$ cat config.mk
export PLATFORM = sky130hd
export DESIGN_NAME = xirq_sense_latch
export DESIGN_NICKNAME = d
export VERILOG_FILES = /design/src/rtl/xirq_pkg.sv /design/src/rtl/xirq_pin_sync.sv /design/src/rtl/xirq_src_cell.sv /design/src/rtl/xirq_sense_latch.sv
export SDC_FILE = /design/constraint.sdc
export NUM_CORES = 1
export LEC_CHECK = 0
export BUFFER_PORTS_ARGS = -buffer_cell sky130_fd_sc_hd__buf_4
export CAP_MARGIN = 20
export CORE_MARGIN = 1
export CORE_UTILIZATION = 59
export CTS_CLUSTER_SIZE = 40
export DETAILED_ROUTE_END_ITERATION = 8
export PLACE_DENSITY = 0.85
export SLEW_MARGIN = 0
export SYNTH_ARGS = -nofsm -noshare
export SYNTH_HDL_FRONTEND = slang
export SYNTH_HIERARCHICAL = 1
export SYNTH_SLANG_ARGS = --single-unit
$ cat constraint.sdc
create_clock -name clk -period 2.45 [get_ports clk]
set_input_delay 0.245 -clock clk [delete_from_list [all_inputs] [get_ports clk]]
set_output_delay 0.245 -clock clk [all_outputs]
set_load 0.01 [all_outputs]
$ cat src/rtl/xirq_pkg.sv
package xirq_pkg;
  localparam int REG_W     = 32;
  localparam int SENSE_TOP = 15;
  localparam int ADDR_W    = 2;

  typedef enum logic [ADDR_W-1:0] {
    ADDR_SENSE = 2'd0,
    ADDR_PEND  = 2'd1,
    ADDR_MASK  = 2'd2,
    ADDR_FORCE = 2'd3
  } xirq_addr_e;
endpackage

$ cat src/rtl/xirq_pin_sync.sv
module xirq_pin_sync #(
  parameter int WIDTH = 8
) (
  input  logic             clk,
  input  logic             rst,
  input  logic [WIDTH-1:0] pin_n,
  output logic [WIDTH-1:0] cur_n,
  output logic [WIDTH-1:0] fall
);
  for (genvar i = 0; i < WIDTH; i++) begin : g_pin
    logic s1_q, s2_q, s3_q;
    always_ff @(posedge clk) begin
      if (rst) begin
        s1_q <= 1'b1;
        s2_q <= 1'b1;
        s3_q <= 1'b1;
      end else begin
        s1_q <= pin_n[i];
        s2_q <= s1_q;
        s3_q <= s2_q;
      end
    end
    assign cur_n[i] = s2_q;
    assign fall[i]  = s3_q & ~s2_q;
  end
endmodule

$ cat src/rtl/xirq_src_cell.sv
module xirq_src_cell (
  input  logic clk,
  input  logic rst,
  input  logic edge_mode,
  input  logic req_n,
  input  logic fall,
  input  logic ack,
  input  logic force_i,
  output logic pend_o
);
  logic lat_q, pend_q, lat_nxt;

  assign lat_nxt = edge_mode & ((lat_q & ~ack) | fall);

  always_ff @(posedge clk) begin
    if (rst) begin
      lat_q  <= 1'b0;
      pend_q <= 1'b0;
    end else begin
      lat_q  <= lat_nxt;
      pend_q <= (edge_mode ? lat_nxt : ~req_n) | force_i;
    end
  end

  assign pend_o = pend_q;


  level_follow_chk: assert property (@(posedge clk) disable iff (rst)
    (!edge_mode && !req_n) |=> pend_q);

  edge_hold_chk: assert property (@(posedge clk) disable iff (rst)
    (edge_mode && lat_q && !ack) |=> lat_q);

  edge_capture_chk: assert property (@(posedge clk) disable iff (rst)
    (edge_mode && fall) |=> pend_q);

  force_set_chk: assert property (@(posedge clk) disable iff (rst)
    force_i |=> pend_q);
endmodule

$ cat src/rtl/xirq_sense_latch.sv
module xirq_sense_latch
  import xirq_pkg::*;
#(
  parameter int NUM_EXT = 8,
  parameter int NUM_INT = 8,
  localparam int N_SRC  = NUM_EXT + NUM_INT
) (
  input  logic               clk,
  input  logic               rst,
  input  logic [NUM_EXT-1:0] ext_irq_n,
  input  logic [NUM_INT-1:0] int_irq_n,
  input  logic               reg_wr,
  input  logic [ADDR_W-1:0]  reg_addr,
  input  logic [REG_W-1:0]   reg_wdata,
  output logic [REG_W-1:0]   reg_rdata,
  output logic [N_SRC-1:0]   irq_o
);
  logic [NUM_EXT-1:0] sense_q;
  logic [N_SRC-1:0]   mask_q, force_q, pend, ack;
  logic [NUM_EXT-1:0] cur_n, fall;
  logic [REG_W-1:0]   sense_word, pend_word, mask_word, force_word, rdata_q;

  xirq_pin_sync #(.WIDTH(NUM_EXT)) u_sync (
    .clk(clk), .rst(rst), .pin_n(ext_irq_n), .cur_n(cur_n), .fall(fall)
  );

  for (genvar b = 0; b < N_SRC; b++) begin : g_src
    assign ack[b] = reg_wr && (reg_addr == ADDR_PEND) && reg_wdata[REG_W-1-b];
    if (b < NUM_EXT) begin : g_ext
      xirq_src_cell u_cell (
        .clk(clk), .rst(rst), .edge_mode(sense_q[b]), .req_n(cur_n[b]),
        .fall(fall[b]), .ack(ack[b]), .force_i(force_q[b]), .pend_o(pend[b])
      );
    end else begin : g_int
      xirq_src_cell u_cell (
        .clk(clk), .rst(rst), .edge_mode(1'b0), .req_n(int_irq_n[b-NUM_EXT]),
        .fall(1'b0), .ack(ack[b]), .force_i(force_q[b]), .pend_o(pend[b])
      );
    end
  end

  always_comb begin
    sense_word = '0;
    pend_word  = '0;
    mask_word  = '0;
    force_word = '0;
    for (int n = 0; n < NUM_EXT; n++) sense_word[SENSE_TOP-n] = sense_q[n];
    for (int b = 0; b < N_SRC; b++) begin
      pend_word[REG_W-1-b]  = pend[b];
      mask_word[REG_W-1-b]  = mask_q[b];
      force_word[REG_W-1-b] = force_q[b];
    end
  end

  always_ff @(posedge clk) begin
    if (rst) begin
      sense_q <= '0;
      mask_q  <= '0;
      force_q <= '0;
      rdata_q <= '0;
    end else begin
      if (reg_wr) begin
        case (xirq_addr_e'(reg_addr))
          ADDR_SENSE: for (int n = 0; n < NUM_EXT; n++) sense_q[n] <= reg_wdata[SENSE_TOP-n];
          ADDR_MASK:  for (int b = 0; b < N_SRC; b++) mask_q[b] <= reg_wdata[REG_W-1-b];
          ADDR_FORCE: for (int b = 0; b < N_SRC; b++) force_q[b] <= reg_wdata[REG_W-1-b];
          default: ;
        endcase
      end
      case (xirq_addr_e'(reg_addr))
        ADDR_SENSE: rdata_q <= sense_word;
        ADDR_PEND:  rdata_q <= pend_word;
        ADDR_MASK:  rdata_q <= mask_word;
        default:    rdata_q <= force_word;
      endcase
    end
  end

  assign reg_rdata = rdata_q;
  assign irq_o     = pend & mask_q;


  reset_clear_chk: assert property (@(posedge clk)
    rst |=> (pend == '0 && mask_q == '0 && force_q == '0 && sense_q == '0));
endmodule

After elaboration in Yosys (flattened, before gate mapping)
Index checks and enable logic that the tools add are counted.
{"block": "word_totals", "input_bits": 53, "out_inout_bits": 48, "regBits": 120, "elab_cells": 150}
{"block": "op_classes", "n_mux": 9, "reduce_logical": 13, "n_eq_ne": 3, "n_bitwise": 73}
{"operator": "$pmux W32 S3", "count": 1}
{"operator": "$and A1 B1 Y1", "count": 24}
{"operator": "$not A1 Y1", "count": 24}
{"operator": "$or A1 B1 Y1", "count": 24}
{"operator": "$and A16 B16 Y16", "count": 1}
{"operator": "$logic_and A1 B1 Y1", "count": 9}
{"operator": "$mux W1", "count": 8}
{"operator": "$reduce_and A2 Y1", "count": 3}
{"operator": "$eq A2 B2 Y1 const B", "count": 2}
{"operator": "$eq A2 B1 Y1 const B", "count": 1}
{"operator": "$logic_not A2 Y1", "count": 1}

Logic depth before layout (Yosys ltp)
Gate-level depths: netlist of the first run.
{"block": "logic_depth", "ltp_word": 9, "ltp_mapped": 6, "mapped_depth_nobuf": 5}

By module
Netlist of the first run, hierarchy kept.
{"module": "xirq_sense_latch", "seq_area_each_um2": 1281.2, "area_per_inst_um2": 2961.6, "instances": 1, "cells_per_inst": 294}
{"module": "xirq_src_cell", "seq_area_each_um2": 40.0, "area_per_inst_um2": 80.1, "instances": 16, "cells_per_inst": 9}
{"module": "xirq_pin_sync", "seq_area_each_um2": 480.5, "area_per_inst_um2": 763.2, "instances": 1, "cells_per_inst": 66}

Worst setup path before layout of the first run
OpenSTA, ideal clock, no wires.
{"block": "synth_timing", "path_kind": "input -> register", "start": "input reg_addr[1]", "end": "register g_src[0].g_ext.u_cell.pend_q", "required_time_ps": 2329, "setup_ps": 121, "t_arrival_ps": 1060, "path_slack_ps": 1269, "cell_stages": 6, "n_path_buf": 1, "cell_sequence": "and3b_1 -> clkbuf_2 -> and2_1 -> inv_1 -> a21oi_1 -> o22ai_1"}
{"block": "synth_via", "elab_chain_cells": 9}
{"item": "start, declared", "line_no": "xirq_sense_latch.sv:13", "rtl": "input logic [ADDR_W-1:0] reg_addr,"}
{"item": "$eq A2 B1 Y1", "line_no": "xirq_sense_latch.sv:28", "rtl": "assign ack[b] = reg_wr && (reg_addr == ADDR_PEND) && reg_wdata[REG_W-1-b];"}
{"item": "$logic_and A1 B1 Y1"}
{"item": "$logic_and A1 B1 Y1", "line_no": "xirq_sense_latch.sv:28"}
{"item": "named net ack[0]", "line_no": "xirq_sense_latch.sv:19", "rtl": "logic [N_SRC-1:0] mask_q, force_q, pend, ack;"}
{"item": "$not A1 Y1", "line_no": "xirq_src_cell.sv:13", "rtl": "assign lat_nxt = edge_mode & ((lat_q & ~ack) | fall);"}
{"item": "$and A1 B1 Y1", "line_no": "xirq_src_cell.sv:13"}
{"item": "$or A1 B1 Y1", "line_no": "xirq_src_cell.sv:13"}
{"item": "$and A1 B1 Y1", "line_no": "xirq_src_cell.sv:13"}
{"item": "$mux W1", "line_no": "xirq_src_cell.sv:21", "rtl": "pend_q <= (edge_mode ? lat_nxt : ~req_n) | force_i;"}
{"item": "$or A1 B1 Y1", "line_no": "xirq_src_cell.sv:21"}
{"item": "end signal, assigned", "line_no": "xirq_src_cell.sv:21"}
{"item": "end, declared", "line_no": "xirq_src_cell.sv:11", "rtl": "logic lat_q, pend_q, lat_nxt;"}
The timed path passes the listed nets, and every way through them passes these cells.
A chain may end at the register's enable or synchronous reset.

Worst setup path in the final report of the first run
{"block": "layout_timing", "start": "input reg_addr[0]", "end": "register g_src[5].g_ext.u_cell.pend_q"}
{"block": "layout_via", "elab_chain_cells": 9}
{"item": "$eq A2 B1 Y1", "line_no": "xirq_sense_latch.sv:28"}
{"item": "$logic_and A1 B1 Y1"}
{"item": "$logic_and A1 B1 Y1", "line_no": "xirq_sense_latch.sv:28"}
{"item": "named net ack[5]", "line_no": "xirq_sense_latch.sv:19"}
{"item": "$not A1 Y1", "line_no": "xirq_src_cell.sv:13"}
{"item": "$and A1 B1 Y1", "line_no": "xirq_src_cell.sv:13"}
{"item": "$or A1 B1 Y1", "line_no": "xirq_src_cell.sv:13"}
{"item": "$and A1 B1 Y1", "line_no": "xirq_src_cell.sv:13"}
{"item": "$mux W1", "line_no": "xirq_src_cell.sv:21"}
{"item": "$or A1 B1 Y1", "line_no": "xirq_src_cell.sv:21"}
{"item": "end signal, assigned", "line_no": "xirq_src_cell.sv:21"}
{"item": "end, declared", "line_no": "xirq_src_cell.sv:11"}
The timed path passes the listed nets, and every way through them passes these cells.

==> metrics.log, run 1 <==
[metrics] outcome: finished clean
[metrics] launch instance of the worst register-to-register path: u_sync/g_pin[5].s3_q$_SDFF_PP1_
[metrics] initial drt markers: 129
[metrics] setup TNS: 0 ns
[metrics] CTS Buf Count: 17
[metrics] R2R depth: 3
[metrics] Synth Register Bits: 120
[metrics] core region area: 8220 µm²
[metrics] power per unit of standard cell area: 813 nW/µm²
[metrics] R2R Setup Slk: 1.57 ns
[metrics] area enclosed by the die boundary: 8860 µm²
[metrics] die height: 94.1 µm
[metrics] total I/O pin count: 101
[metrics] max-capacitance violation count: 0
[metrics] Yosys Warn Count: 6
[metrics] fraction of layout cells with a size suffix above 1: 22.0%
[metrics] launch point of the critical path: reg_addr[0]
[metrics] synthesized area per cell: 9.93 µm²
[metrics] clk_lat worst skew: 0.51 ns
[metrics] Bufs on Longest Clock Path: 2
[metrics] global-route layer with the greatest usage: met2
[metrics] area share of the leading cell type in the synthesized netlist: 48.0%
[metrics] Hold Crit Depth: 3
[metrics] Relative slew margins: 49.0%
[metrics] most used flip-flop cell after synthesis: dfxtp_1
[metrics] HP Class: in -> reg
[metrics] largest net degree at the start of global routing: 67
[metrics] count of antenna diodes in the layout: 0
[metrics] required time at the endpoint of the critical path: 2.82 ns
[metrics] final HPWL from detailed placement: 6310 µm
[metrics] TritonCTS clock tree: done
[metrics] Worst Setup Start Kind: input pin
[metrics] launch point of the worst hold path: reg_wdata[14]
[metrics] Antenna Violating Nets Remaining: 0
[metrics] Fillers: 489
[metrics] aggregate routed wire length: 10400 µm
[metrics] final routed wire length divided by cell count: 14.1 µm
[metrics] Horiz. Die Dim: 94.1 µm
[metrics] # rows: 33
[metrics] global-route track usage on met3: 6.55%
[metrics] count of unique library cells instantiated by Yosys: 25
[metrics] buffer type at the clock tree root: clkbuf_8
[metrics] setup violators final: 0
[metrics] total leakage power: 2.83 nW
[metrics] classification of the worst setup path: in -> reg
[metrics] Max IR drop VDD: 0.595 mV
[metrics] # Post-CTS Setup Buffers: 0
[metrics] GPL Wtd Cong: 0.746
[metrics] antenna violations before repair: 0
[metrics] number of iterations in the first detailed-routing pass: 4
[metrics] largest fanout on the critical path: 29
[metrics] maximum level of the CTS H-tree: 4
[metrics] arrival time at the worst endpoint: 1.79 ns
[metrics] nature of the critical path endpoint: flip-flop
[metrics] top post-synthesis cells by count: dfxtp_1, nand2b_1, mux2i_1
[metrics] via-per-instance ratio: 4.95
[metrics] number of pins with negative max-slew slack in the final report: 0
[metrics] I/O Buffers: 84
[metrics] cell accounting for the most synthesized area: dfxtp_1
[metrics] number of DRC violations after detailed routing: 0
[metrics] slew of the pin with the lowest slew margin: 0.766 ns
[metrics] setup repair after global routing missed its margin: no
[metrics] clock slew at reported path FFs: 0.05 ns
[metrics] Hold Vio Cnt, Final: 0
[metrics] first-pass GRT wire length: 16600 µm
[metrics] initial standard-cell utilization of the core: 60.9%
[metrics] number of enable-type register cells in the synthesized netlist: 0
[metrics] Vias: 3645
[metrics] layout overhead on the synthesized area: 29.0%
[metrics] portion of the post-synthesis area used by sequential elements: 48.0%
[metrics] number of clock sinks seen by CTS: 120
[metrics] async set-or-reset flop fraction in the synthesized netlist: 0%
[metrics] final-stage net count: 672
[metrics] share of the clock period used by the worst path after layout: 57.9%
[metrics] met2 GRT Util: 44.1%
[metrics] Largest register FFs: 24
[metrics] number of global-route vias before repair: 3603
[metrics] leading cell type by number of instances after synthesis: dfxtp_1
[metrics] Max Freq: 0.705 GHz
[metrics] total global routing track utilization: 24.9%
[metrics] most area-consuming cells after synthesis: dfxtp_1, mux2i_1, nand2b_1
[metrics] Final Core Density: 78.6%
[metrics] worst clock skew on the final layout: 0.00365 ns
[metrics] Overflow after GRT: 0
[metrics] instance count of the mapped netlist: 504
[metrics] global-route track usage on met1: 27.1%
[metrics] fin crit period: 1.42 ns
[metrics] summed instance area of the synthesized netlist: 5010 µm²
-- final timing paths --
path / endpoint
setup / recovery: g_src[5].g_ext.u_cell/pend_o$_SDFF_PP0_
hold / removal: sense_q[1]$_SDFFE_PP0P_
setup reg to reg: g_src[5].g_ext.u_cell/pend_o$_SDFF_PP0_
hold reg to reg: u_sync/g_pin[5].s2_q$_SDFF_PP1_
-- cell families after synthesis --
kind of cell / share of synthesized area, %
AO/OA/AOI/OAI: 7.60
buffers and inverters: 6.97
AND/OR/NAND/NOR: 26.2
other: 0.0749
flip-flops: 48.0
multiplexers: 11.2
-- report_power, final --
group          internal (mW)  switching [mW]  total (mW)  leakage, nW
logic                  0.200           0.185       0.386         1.52
clock network           1.96           0.831        2.79        0.328
registers               2.03          0.0431        2.07        0.982
-- metrics by stage --
| step | worst slack, ns | std cells | power (mW) | hold WS (ns) | instance area (µm²) |
|---|---|---|---|---|---|
| 6_report | 1.03 | 736 | 5.25 | 0.0105 | 6460 |
| 5_1_grt | 0.960 | 736 | 5.40 | 0.0169 | 6460 |
| 4_1_cts | 1.04 | 736 | 5.26 | 0.0000216 | 6460 |
| 3_5_place_dp | 0.633 | 691 | 2.47 | 0.388 | 5650 |
| 3_3_place_gp | 0.689 | 691 | 2.46 | 0.385 | 5650 |
| 2_1_floorplan | 1.27 | 535 | 2.36 | 0.339 | 5120 |
-- layer usage --
| metal | part of all wire (%) | routed length, µm | vias up |
|---|---|---|---|
| met5 | 0 | 0 | - |
| met4 | 2.2 | 231 | 0 |
| met3 | 5.2 | 537 | 19 |
| met2 | 50 | 5190 | 109 |
| met1 | 43 | 4450 | 1683 |
| li1 | - | - | 1834 |
-- cell usage in the layout (no fill, tap or decap), drive strengths merged --
cell	netlist	layout
and3	1	1
nand2b	80	80
nor3b	1	1
and2	40	40
nor2b	8	8
dlygate4sd3	0	14
nor3	1	1
or2	24	24
and3b	2	2
conb	1	32
a21oi	32	32
nand3	1	1
bufinv	0	6
buf	32	91
mux2i	56	56
nand3b	1	1
o22ai	16	16
clkinv	0	2
dfxtp	120	120
inv	16	16
clkbuf	8	23
a211oi	16	16
nor2	48	48
-- layout make-up --
type / count / area, µm² / share of cell area (%)
Clock inverter: 8 / 190 / 2.94
Tap cell: 105 / 131 / 2.03
Clock buffer: 23 / 477 / 7.38
Inverter: 16 / 60.1 / 0.930
Timing Repair Buffer: 105 / 823 / 12.7
Multi-Input combinational cell: 359 / 2380 / 36.8
Sequential cell: 120 / 2400 / 37.2
-- worst max-delay path: stages --
cell     delay (ns)
buf_4          0.32
and3b_1        0.42
buf_4          0.26
and2_1         0.14
inv_1          0.04
a21oi_1        0.24
o22ai_1        0.11
-- timing repair --
item | CTS | global route
hold buffers | 14 | 0
endpoints found under the hold margin | 14 | 0
gates resized for setup | 0 | 0
(Power assumes the default switching activity.)
==> run 2: changes to the inputs <==
CORE_UTILIZATION = 55   (was 59)
PLACE_DENSITY = 0.8   (was 0.85)
clock period = 1.35 ns   (was 2.45 ns; I/O delays follow)
==> run 2 against run 1 <==
Effect of this change: final cell count rose by 5.8%; worst setup slack got worse by 1.0 ns; first-iteration DRC count fell by 7.0%; non-clock buffer count rose by 40; sequential cell count did not move; critical path depth rose by 1; total power rose by 76%; hold slack improved by 0.062 ns; clock power rose by 68%; sequential share of layout area fell by 2.0 points; combinational power rose by 110%; die area rose by 7.1%; highest routed layer unchanged.
==> metrics.log, run 2 (synthesis gave the netlist of run 1 again) <==
[metrics] required time at the endpoint of the critical path: 1.74 ns (was 2.82 ns)
[metrics] aggregate routed wire length: 10300 µm (was 10400 µm)
[metrics] via-per-instance ratio: 4.86 (was 4.95)
[metrics] sequential power share: 40.7% (was 39.5%)
[metrics] total power draw: 9.24 mW (was 5.25 mW)
[metrics] largest net degree at the start of global routing: 56 (was 67)
[metrics] HP Class: in -> reg (unchanged)
[metrics] number of iterations in the first detailed-routing pass: 5 (was 4)
[metrics] sw frac: 20.8% (was 20.2%)
[metrics] maximum level of the CTS H-tree: 4 (unchanged)
[metrics] total I/O pin count: 101 (unchanged)
[metrics] classification of the worst setup path: in -> reg (unchanged)
[metrics] Horiz. Die Dim: 97.4 µm (was 94.1 µm)
[metrics] die height: 97.4 µm (was 94.1 µm)
[metrics] launch instance of the worst register-to-register path: force_q[7]$_SDFFE_PP0P_ (was u_sync/g_pin[5].s3_q$_SDFF_PP1_)
[metrics] buffer type at the clock tree root: clkbuf_8 (unchanged)
[metrics] clk_lat worst skew: 0.51 ns (about the same)
[metrics] antenna violations before repair: 0 (unchanged)
[metrics] least setup slack across all paths after layout: 0.0319 ns (was 1.03 ns)
[metrics] nature of the critical path endpoint: flip-flop (unchanged)
[metrics] non-filler instance count after layout: 779 (was 736)
[metrics] launch point of the worst hold path: reg_addr[1] (was reg_wdata[14])
[metrics] fraction of layout cells with a size suffix above 1: 23.1% (was 22.0%)
[metrics] Max IR drop VDD: 0.855 mV (was 0.595 mV)
[metrics] CP dominant cell by count: buf_4 (unchanged)
[metrics] total leakage power: 2.99 nW (was 2.83 nW)
[metrics] number of pins with negative max-slew slack in the final report: 0 (unchanged)
[metrics] Hold Vio Cnt, Final: 0 (unchanged)
[metrics] slowest stage cell, crit path: dlygate4sd3_1 (was and3b_1)
[metrics] worst setup slack before clock tree synthesis: 0.0854 ns (was 0.633 ns)
[metrics] arrival time at the worst endpoint: 1.71 ns (was 1.79 ns)
[metrics] count of antenna diodes in the layout: 0 (unchanged)
[metrics] Final Core Density: 77.9% (was 78.6%)
[metrics] final-stage net count: 712 (was 672)
[metrics] # rows: 34 (was 33)
[metrics] Bufs on Longest Clock Path: 2 (unchanged)
[metrics] max-capacitance violation count: 0 (unchanged)
[metrics] number of global-route vias before repair: 3826 (was 3603)
[metrics] launch point of the critical path: reg_addr[0] (unchanged)
[metrics] leading cell types in the layout, fill and taps excluded: dfxtp_1, buf_4, nand2b_1 (unchanged)
[metrics] hold slack final: 0.0721 ns (was 0.0105 ns)
[metrics] slowest stage delay, CP: 0.52 ns (was 0.42 ns)
[metrics] number of DRC violations after detailed routing: 0 (unchanged)
[metrics] total global routing track utilization: 23.4% (was 24.9%)
[metrics] # Post-CTS Setup Buffers: 0 (unchanged)
[metrics] Antenna Violating Nets Remaining: 0 (unchanged)
[metrics] final HPWL from detailed placement: 6590 µm (was 6310 µm)
[metrics] final routed wire length divided by cell count: 13.2 µm (was 14.1 µm)
[metrics] fin crit period: 1.32 ns
[metrics] setup violators final: 0 (unchanged)
[metrics] initial standard-cell utilization of the core: 57.1% (was 60.9%)
[metrics] power per unit of standard cell area: 1350 nW/µm² (was 813 nW/µm²)
[metrics] share of the clock period used by the worst path after layout: 97.6%
[metrics] initial drt markers: 120 (was 129)
[metrics] setup TNS: 0 ns (unchanged)
[metrics] combinational power share: 8.6% (was 7.3%)
[metrics] Worst Setup Start Kind: input pin (unchanged)
[metrics] reported net switching power: 1.92 mW (was 1.06 mW)
[metrics] core region area: 8760 µm² (was 8220 µm²)
[metrics] Max Freq: 0.759 GHz
[metrics] area enclosed by the die boundary: 9490 µm² (was 8860 µm²)
[metrics] first-pass GRT wire length: 17600 µm (was 16600 µm)
[metrics] post-layout instance area: 6830 µm² (was 6460 µm²)
[metrics] GPL Wtd Cong: 0.768 (was 0.746)
[metrics] layout overhead on the synthesized area: 36.4% (was 29.0%)
[metrics] cell area reported after detailed placement: 5770 µm² (was 5650 µm²)
[metrics] worst clock skew on the final layout: 0.00605 ns (was 0.00365 ns)
[metrics] outcome: finished clean (unchanged)
[metrics] R2R depth: 2 (was 3)
[metrics] Int Power: 7.31 mW (was 4.19 mW)
[metrics] Largest register FFs: 24 (unchanged)
[metrics] largest fanout on the critical path: 10 (was 29)
[metrics] I/O Buffers: 84 (unchanged)
[metrics] clock slew at reported path FFs: 0.05 ns (about the same)
[metrics] Overflow after GRT: 0 (unchanged)
[metrics] TritonCTS clock tree: done (unchanged)
[metrics] cell-by-cell trace of the critical path: dlygate4sd3_1 -> buf_4 -> and3b_1 -> buf_4 -> and2_1 -> inv_1 -> a21oi_2 -> o22ai_1 (was buf_4 -> and3b_1 -> buf_4 -> and2_1 -> inv_1 -> a21oi_1 -> o22ai_1)
[metrics] number of clock sinks seen by CTS: 120 (unchanged)
[metrics] clock network fraction of total power: 50.7% (was 53.1%)
[metrics] CTS Buf Count: 17 (unchanged)
[metrics] most common cell after layout, fill and taps aside: dfxtp_1 (unchanged)
[metrics] Hold Crit Depth: 3 (unchanged)
[metrics] placed cells: 706 (was 691)
[metrics] Vias: 3784 (was 3645)
==> run 2: worst max-delay path: cells and delay by family <==
family | cells | cell delay, ns
AO/OA/AOI/OAI | 2 | 0.28
buffers and inverters | 4 | 0.93
AND/OR/NAND/NOR | 2 | 0.36
==> run 2: worst paths after layout <==
| kind | endpoint | slack, ns |
|---|---|---|
| setup / recovery | g_src[4].g_ext.u_cell/pend_o$_SDFF_PP0_ | 0.03 |
| hold / removal | reg_rdata[30]$_SDFF_PP0_ | 0.07 |
| setup reg to reg | reg_rdata[24]$_SDFF_PP0_ | 0.44 |
| hold reg to reg | u_sync/g_pin[6].s2_q$_SDFF_PP1_ | 0.40 |
==> run 2: cell type report <==
cell class                      count  area (µm²)
Clock buffer                       24         480
Tap cell                          108         135
Timing Repair Buffer              145        1220
Fill cell                         549        1930
Clock inverter                      7         140
Sequential cell                   120        2400
Multi-Input combinational cell    359        2390
Inverter                           16        60.1
==> run 2: timing repair <==
item	CTS	global route
hold buffers	42	0
hold endpoints to repair	59	0
resized for setup	0	5
setup endpoints to repair	0	6
==> run 2: layer usage <==
| layer | track usage [%] | wire, µm | share of wire, % |
|---|---|---|---|
| met1 | 27.8 | 4560 | 44 |
| met2 | 39.8 | 5150 | 50 |
| met3 | 5.90 | 429 | 4.2 |
| met4 | 10.6 | 156 | 1.5 |
| met5 | 0 | 0 | 0 |
==> run 2: power by group through the flow <==
stage / Combinational [mW] / Clock (mW) / Sequential, mW
final: 0.796 / 4.68 / 3.76
after global routing: 0.876 / 4.92 / 3.77
after CTS: 0.789 / 4.74 / 3.76
after detailed placement: 0.688 / 0 / 3.83
after global placement: 0.667 / 0 / 3.83
after floorplan: 0.454 / 0 / 3.83
